===== src/rtl/awd_pkg.sv =====
package awd_pkg;
  typedef enum logic [1:0] {
    RES_12 = 2'd0,
    RES_10 = 2'd1,
    RES_8  = 2'd2,
    RES_6  = 2'd3
  } res_sel_e;

  localparam int unsigned RES_STEP = 2;  // bits lost per resolution code step
endpackage


===== src/rtl/awd_align.sv =====
module awd_align
  import awd_pkg::*;
#(
  parameter int unsigned RES_W = 12,
  parameter int unsigned THR_W = 8
) (
  input  res_sel_e            res_sel_i,
  input  logic [RES_W-1:0]    data_i,
  output logic [THR_W-1:0]    top_o
);
  localparam int unsigned SH_W = $clog2(RES_W) + 1;

  logic [SH_W-1:0]  drop;
  logic [RES_W-1:0] masked;
  logic [RES_W-1:0] shifted;

  always_comb begin
    drop    = SH_W'(res_sel_i) * SH_W'(RES_STEP);
    // discard bits above the active resolution, then left-justify
    masked  = data_i & ({RES_W{1'b1}} >> drop);
    shifted = masked << drop;
    top_o   = shifted[RES_W-1 -: THR_W];
  end
endmodule


===== src/rtl/awd_filter.sv =====
module awd_filter #(
  parameter int unsigned CH_W   = 5,
  parameter int unsigned NUM_CH = 18
) (
  input  logic            valid_i,
  input  logic [CH_W-1:0] chan_i,
  input  logic            inj_i,
  input  logic            reg_en_i,
  input  logic            inj_en_i,
  input  logic            single_i,
  input  logic [CH_W-1:0] sel_i,
  output logic            qual_o
);
  logic sel_ok, chan_ok, grp_ok;

  always_comb begin
    sel_ok  = (sel_i < CH_W'(NUM_CH));
    chan_ok = !single_i || (sel_ok && (chan_i == sel_i));
    grp_ok  = inj_i ? inj_en_i : reg_en_i;
    qual_o  = valid_i && grp_ok && chan_ok;
  end
endmodule


===== src/rtl/awd_window.sv =====
module awd_window #(
  parameter int unsigned THR_W = 8
) (
  input  logic [THR_W-1:0] val_i,
  input  logic [THR_W-1:0] lo_i,
  input  logic [THR_W-1:0] hi_i,
  output logic             out_o
);
  // limits themselves count as inside
  assign out_o = (val_i < lo_i) || (val_i > hi_i);
endmodule


===== src/rtl/awd_monitor.sv =====
module awd_monitor
  import awd_pkg::*;
#(
  parameter int unsigned RES_W  = 12,
  parameter int unsigned THR_W  = 8,
  parameter int unsigned CH_W   = 5,
  parameter int unsigned NUM_CH = 18
) (
  input  logic             clk_i,
  input  logic             rst_ni,
  input  logic             res_valid_i,
  input  logic [RES_W-1:0] res_data_i,
  input  logic [CH_W-1:0]  res_chan_i,
  input  logic             res_inj_i,
  input  logic [1:0]       res_sel_i,
  input  logic [THR_W-1:0] thr_lo_i,
  input  logic [THR_W-1:0] thr_hi_i,
  input  logic             mon_reg_en_i,
  input  logic             mon_inj_en_i,
  input  logic             single_ch_i,
  input  logic [CH_W-1:0]  sel_chan_i,
  input  logic             flag_clr_i,
  input  logic             irq_en_i,
  output logic             wd_flag_o,
  output logic             irq_o
);
  logic [THR_W-1:0] top_val;
  logic             qual;
  logic             outside;
  logic             hit;
  logic             flag_q;

  awd_align #(.RES_W(RES_W), .THR_W(THR_W)) u_align (
    .res_sel_i (res_sel_e'(res_sel_i)),
    .data_i    (res_data_i),
    .top_o     (top_val)
  );

  awd_filter #(.CH_W(CH_W), .NUM_CH(NUM_CH)) u_filter (
    .valid_i  (res_valid_i),
    .chan_i   (res_chan_i),
    .inj_i    (res_inj_i),
    .reg_en_i (mon_reg_en_i),
    .inj_en_i (mon_inj_en_i),
    .single_i (single_ch_i),
    .sel_i    (sel_chan_i),
    .qual_o   (qual)
  );

  awd_window #(.THR_W(THR_W)) u_window (
    .val_i (top_val),
    .lo_i  (thr_lo_i),
    .hi_i  (thr_hi_i),
    .out_o (outside)
  );

  assign hit = qual && outside;

  // set has priority over clear so a new excursion is never lost
  always_ff @(posedge clk_i or negedge rst_ni) begin
    if (!rst_ni)         flag_q <= 1'b0;
    else if (hit)        flag_q <= 1'b1;
    else if (flag_clr_i) flag_q <= 1'b0;
  end

  assign wd_flag_o = flag_q;
  assign irq_o     = flag_q && irq_en_i;

  a_r1_set_on_excursion: assert property (@(posedge clk_i) disable iff (!rst_ni)
    qual && outside |=> wd_flag_o);

  a_r2_inside_no_set: assert property (@(posedge clk_i) disable iff (!rst_ni)
    !wd_flag_o && !(qual && outside) |=> !wd_flag_o);

  a_r4_idle_when_off: assert property (@(posedge clk_i) disable iff (!rst_ni)
    !mon_reg_en_i && !mon_inj_en_i && !wd_flag_o |=> !wd_flag_o);

  a_r7_bad_sel_blind: assert property (@(posedge clk_i) disable iff (!rst_ni)
    single_ch_i && (sel_chan_i >= CH_W'(NUM_CH)) && !wd_flag_o |=> !wd_flag_o);

  a_r8_sticky: assert property (@(posedge clk_i) disable iff (!rst_ni)
    wd_flag_o && !flag_clr_i |=> wd_flag_o);

  a_r8_clear: assert property (@(posedge clk_i) disable iff (!rst_ni)
    flag_clr_i && !qual |=> !wd_flag_o);

  a_r9_irq_gate: assert property (@(posedge clk_i) disable iff (!rst_ni)
    irq_o |-> wd_flag_o && irq_en_i);
endmodule


===== config.mk =====
export PLATFORM = sky130hd
export DESIGN_NAME = awd_monitor
export DESIGN_NICKNAME = d
export VERILOG_FILES = /design/src/rtl/awd_pkg.sv /design/src/rtl/awd_align.sv /design/src/rtl/awd_filter.sv /design/src/rtl/awd_window.sv /design/src/rtl/awd_monitor.sv
export SDC_FILE = /design/constraint.sdc
export NUM_CORES = 1
export LEC_CHECK = 0
export BUFFER_PORTS_ARGS = -buffer_cell sky130_fd_sc_hd__buf_2
export CAP_MARGIN = 20
export CORE_MARGIN = 4
export CORE_UTILIZATION = 40
export DETAILED_ROUTE_END_ITERATION = 6
export GPL_ROUTABILITY_DRIVEN = 0
export HOLD_SLACK_MARGIN = 0.1
export PLACE_DENSITY = 0.79
export SLEW_MARGIN = 20
export SYNTH_ARGS = -nofsm -noshare
export SYNTH_HDL_FRONTEND = slang
export SYNTH_SLANG_ARGS = --single-unit

===== constraint.sdc =====
create_clock -name clk_i -period 0.9 [get_ports clk_i]
set_input_delay 0.225 -clock clk_i [delete_from_list [all_inputs] [get_ports clk_i]]
set_output_delay 0.225 -clock clk_i [all_outputs]
set_load 0.1 [all_outputs]

==> run metrics, run 1 <==
Psw 0.000361 W; Final Max Tran Viols 0; worst path arrival time 1.80 ns; period utilization 210%; DP Wirelength 1.91 mm; Die Width 50.0 µm; Worst Path Class, Setup input pin to flop; Hold WC Path Type input pin to asynchronous set/reset pin; Setup WS pre-CTS -1.07 ns; Synth Area per Inst 7.94 µm²; Cell Pwr Density 649 nW/µm²; combinational share of power 93.2%; Max Clock Skew 0 ns; min cycle time layout 1.89 ns; cell taking the most area after synthesis ha_1; Rel. slew slack 81.6%; Clock power frac 0%; CP max FO 4; Die ar. 2500 µm²; hold_ws 0.553 ns; nets@finish 219; top cell type's share of synthesized area 26.5%; die height 50.0 µm; unrepaired setup endpoints after global routing yes; # IOs 51; CP endpoint kind flop; FF-to-FF setup slack 0.01 ns; Skew-Pair Late Insertion Delay 0 ns; Hold Vio Cnt, Final 0; ranking of synthesized cells by area ha_1, mux4_2, inv_1, a21oi_1, xnor2_1; Iteration-0 DRC Markers 24; filler cell count 100; number of max-cap violations 0; Tot Pwr 0.000817 W; Fin Setup TNS -1.01 ns; sequential-to-total area share from yosys stat 3.54%; Total Wirelength 2.49 mm; max reg flops 1; failing checks setup timing; post-DR wirelength/cell 14.1 µm; syn nets 153; first-pass GRT wire length 3.83 mm; ant diodes 0; DRC 0; Netlist cell types 26; area growth from synthesis to layout 78.1%; Yosys warning count 0; GRT Util Overall 18.7%; post-synthesis cell area 707 µm²; Seq pwr share 6.8%; grt total ovfl 0; final setup margin -0.990 ns; dominant synthesized flop cell dfrtp_1; Core Region 1590 µm²; switching share of power 44.2%; Async S/R FF share, synth 100%; Worst VDD drop 0.408 mV; startpoint type of the worst setup path input pin; pin count of the biggest net entering global routing 6; worst path required time 0.81 ns; fmax 529 MHz; Antenna Nets Post-Route 0; Clock transition at path regs 0 ns; Cell Int Power 0.000456 W; Yosys reg bits 1; Leak 0.652 nW; number of synthesized flops with an enable pin 0; vias in the first global route 944; Initial Util 44.3%; routed vias/inst 5.34; Mapped Cells 89; status finished, violations left; count of input and output buffers 50; row count 14; Setup Viol. Count Final 2; initial antenna violation count 0; Worst Tran Pin Value 0.273 ns; drt pass-1 iters 4; routed via count 945; layout cells sized above 1 55.6%
synthesized netlist by cell type, drive strengths merged, types with 2 or more instances:
cell type,n
mux4,4
mux2i,2
nor2,2
nand3,2
a21o,3
a211oi,2
buf,2
inv,15
o21ai,4
mux2,2
nand4,3
xnor2,3
nor2b,4
ha,15
nand2,3
a21oi,10
nand2b,2
o31ai,2
nand3b,2
a31oi,2
critical path: stages:
cell and delay, ns:
buf_8 0.09, mux4_2 0.54, ha_4 0.24, a21o_1 0.16, a21o_1 0.18, a21oi_2 0.15
o31ai_2 0.07, a31oi_1 0.14
layout make-up:
class                      instances  area, µm²  share of cell area, %
timing repair buffer              66        444                   35.3
inverter                          15       56.3                   4.47
sequential                         1       25.0                   1.99
multi-input combinational         71        703                   55.9
tap                               24       30.0                   2.39
power groups by stage:
| stage | sequential, W | clock [W] | combinational [W] |
|---|---|---|---|
| 6_report | 0.0000554 | 0 | 0.000761 |
| 5_1_grt | 0.0000570 | 0 | 0.000831 |
| 4_1_cts | 0.0000542 | 0 | 0.000683 |
| 3_5_place_dp | 0.0000570 | 0 | 0.000615 |
| 3_3_place_gp | 0.0000563 | 0 | 0.000588 |
| 2_1_floorplan | 0.0000908 | 0 | 0.000329 |
logic make-up after synthesis:
logic type | share of synthesized area [%]
AOI/OAI and AO/OA | 21.6
and+or+nand+nor | 15.9
buffers and inverters | 9.38
adders and majority gates | 26.5
muxes | 19.3
xor gates and xnor gates | 3.72
DFF | 3.54
path summary, 6_finish.rpt:
path,from,end,cells after the start
worst min-delay path,rst_ni,wd_flag_o,2
worst max register to register,wd_flag_o,wd_flag_o,3
min in group clk_i,res_valid_i,wd_flag_o,3
max in group asynchronous,rst_ni,wd_flag_o,2
worst min register to register,wd_flag_o,wd_flag_o,3
worst max-delay path,res_sel_i[1],wd_flag_o,8
what timing repair did:
action / in CTS / in global routing
setup buffers: 4 / 1
setup endpoints to repair: 2 / 3
hold endpoints to repair: 1 / 0
pin swaps: 11 / 8
hold buffers: 1 / 0
gates cloned: 0 / 0
resized for setup: 14 / 12
layout by cell type (no fill, tap or decap), types with 3 or more instances in the layout:
cell type  instances
nand4_1            3
buf_6              7
nand2_1            3
nor2b_1            3
ha_1              13
a21oi_2            4
o21ai_0            3
a21o_1             3
inv_1             15
xnor2_1            3
buf_2             45
buf_4             10
mux4_2             4
a21oi_1            6
layer usage:
metal | routed length (µm) | track usage (%) | part of all wire [%]
met1 | 870 | 18.7 | 35
met3 | 158 | 0.904 | 6.4
met4 | 0 | 0 | 0
met5 | 0 | 0 | 0
met2 | 1460 | 42.2 | 59
metrics by stage:
stage | cell area [µm²] | util (%) | std cells
4_1_cts | 1190 | 74.8 | 176
5_1_grt | 1260 | 79.0 | 177
6_report | 1260 | 79.0 | 177
3_5_place_dp | 1100 | 68.8 | 171
3_3_place_gp | 1100 | 68.8 | 171
2_1_floorplan | 736 | - | 89
Power figures use the tool's default switching activity.
==> run 2: changes to the inputs <==
CORE_UTILIZATION = 42   (was 40)
CTS_BUF_LIST = sky130_fd_sc_hd__clkbuf_4   (was default)
PLACE_DENSITY = 0.82   (was 0.79)
==> run metrics, run 2 (synthesis results as in run 1) <==
DRC 0; layout cells sized above 1 53.2%; Final Cell Area 1240 µm²; DP Wirelength 1.88 mm; Hold WC Path Type input pin to asynchronous set/reset pin; crit-path cells buf_12 -> buf_8 -> nor2b_2 -> a211oi_4 -> a21oi_2 -> ha_1 -> a21o_1 -> a311oi_2 -> o31ai_1 -> a31oi_1; Antenna Nets Post-Route 0; Core Region 1540 µm²; max reg flops 1; FF-to-FF End wd_flag_o; startpoint type of the worst setup path input pin; Post-Layout Cell Count 170; post-DR wirelength/cell 14.7 µm; unrepaired setup endpoints after global routing yes; Die ar. 2400 µm²; failing checks setup timing; grt total ovfl 0; Max Clock Skew 0 ns; number of max-cap violations 0; routed vias/inst 5.44; initial antenna violation count 0; Worst Tran Pin Value 0.279 ns; crit-path max cell delay 0.27 ns; Tot Pwr 0.000796 W; Skew-Pair Late Insertion Delay 0 ns; GRT Util Overall 16.7%; final setup margin -1.01 ns; Crit path depth 10; commonest non-fill, non-tap cells in the layout buf_2, inv_1, ha_1; Clock transition at path regs 0 ns; count of input and output buffers 50; Initial Util 45.9%; min cycle time layout 1.91 ns; Hold Vio Cnt, Final 0; drt pass-1 iters 4; status finished, violations left; fmax 524 MHz; Setup crit end wd_flag_o; Cell Pwr Density 644 nW/µm²; Worst VDD drop 0.398 mV; CP delay by family, top compound AO/OA/AOI/OAI gates; DP Cell Count 162; Reg2Reg Depth 3; Die Width 49.0 µm; period utilization 212%; WP buf/inv 2; pin count of the biggest net entering global routing 9; vias in the first global route 826; Worst Path Class, Setup input pin to flop; Total Wirelength 2.50 mm; critical path startpoint res_sel_i[1]; ant diodes 0; first-pass GRT wire length 3.39 mm; Fin Setup TNS -1.03 ns; Final Max Tran Viols 0; leading cell type in the layout, fill and taps excluded buf_2; routed via count 925; row count 14; Crit-path slowest cell ha_1; worst path arrival time 1.82 ns; CP max FO 6; CP endpoint kind flop; worst path required time 0.81 ns; dpl cell area 1080 µm²; Setup Viol. Count Final 2; hold_ws 0.547 ns; area growth from synthesis to layout 74.9%; FF-to-FF setup slack 0.02 ns; Iteration-0 DRC Markers 11; die height 49.0 µm; origin of the critical flop-to-flop path wd_flag_o; Leak 0.654 nW; # IOs 51; Rel. slew slack 81.2%; nets@finish 220
[run 2: through the flow]
step	setup WS (ns)	util (%)
after floorplan	-0.879	-
after global placement	-1.02	70.0
after detailed placement	-1.10	70.0
after CTS	-0.979	73.9
after global routing	-1.12	80.2
final	-1.01	80.2
[run 2: how the worst min path moves through the flow]
stage               startpoint        end  slack (ns)  cells past startpoint
floorplan               rst_ni  wd_flag_o       -0.07                      0
global placement        rst_ni  wd_flag_o      0.0005                      1
detailed placement      rst_ni  wd_flag_o       0.003                      1
CTS                     rst_ni  wd_flag_o        0.53                      2
global route            rst_ni  wd_flag_o        0.55                      2
finish                  rst_ni  wd_flag_o        0.55                      2
[run 2: final cells by class]
cell class | count | area, µm²
Multi-Input combinational cell | 71 | 684
Tap cell | 16 | 20.0
Inverter | 15 | 56.3
Timing Repair Buffer | 67 | 450
Fill cell | 112 | 305
Sequential cell | 1 | 25.0
[run 2: worst reg2reg max path: cells and delay by family, from the launching register on]
| family | cells | cell delay (ns) |
|---|---|---|
| flops | 1 | 0.36 |
| simple gates | 1 | 0.21 |
| compound gates | 2 | 0.23 |
[run 2: what timing repair did]
| item | 4_1_cts | 5_1_grt |
|---|---|---|
| setup endpoints to repair | 2 | 3 |
| setup buffers | 1 | 6 |
| pin swaps | 5 | 7 |
| hold buffers | 1 | 0 |
| gates cloned | 0 | 0 |
| hold endpoints to repair | 1 | 0 |
| gates resized for setup | 9 | 15 |
[run 2: report_power, final]
part           internal (W)  switching (W)
Sequential        0.0000509     0.00000464
Clock                     0              0
Combinational      0.000394       0.000347
Total              0.000445       0.000352
[run 2: layer usage]
layer,global-route usage [%],wire length [µm],up-vias
li1,-,-,463
met1,18.8,898,419
met2,35.0,1430,39
met3,0.917,134,4
met4,0.448,33,0
met5,0,0,-
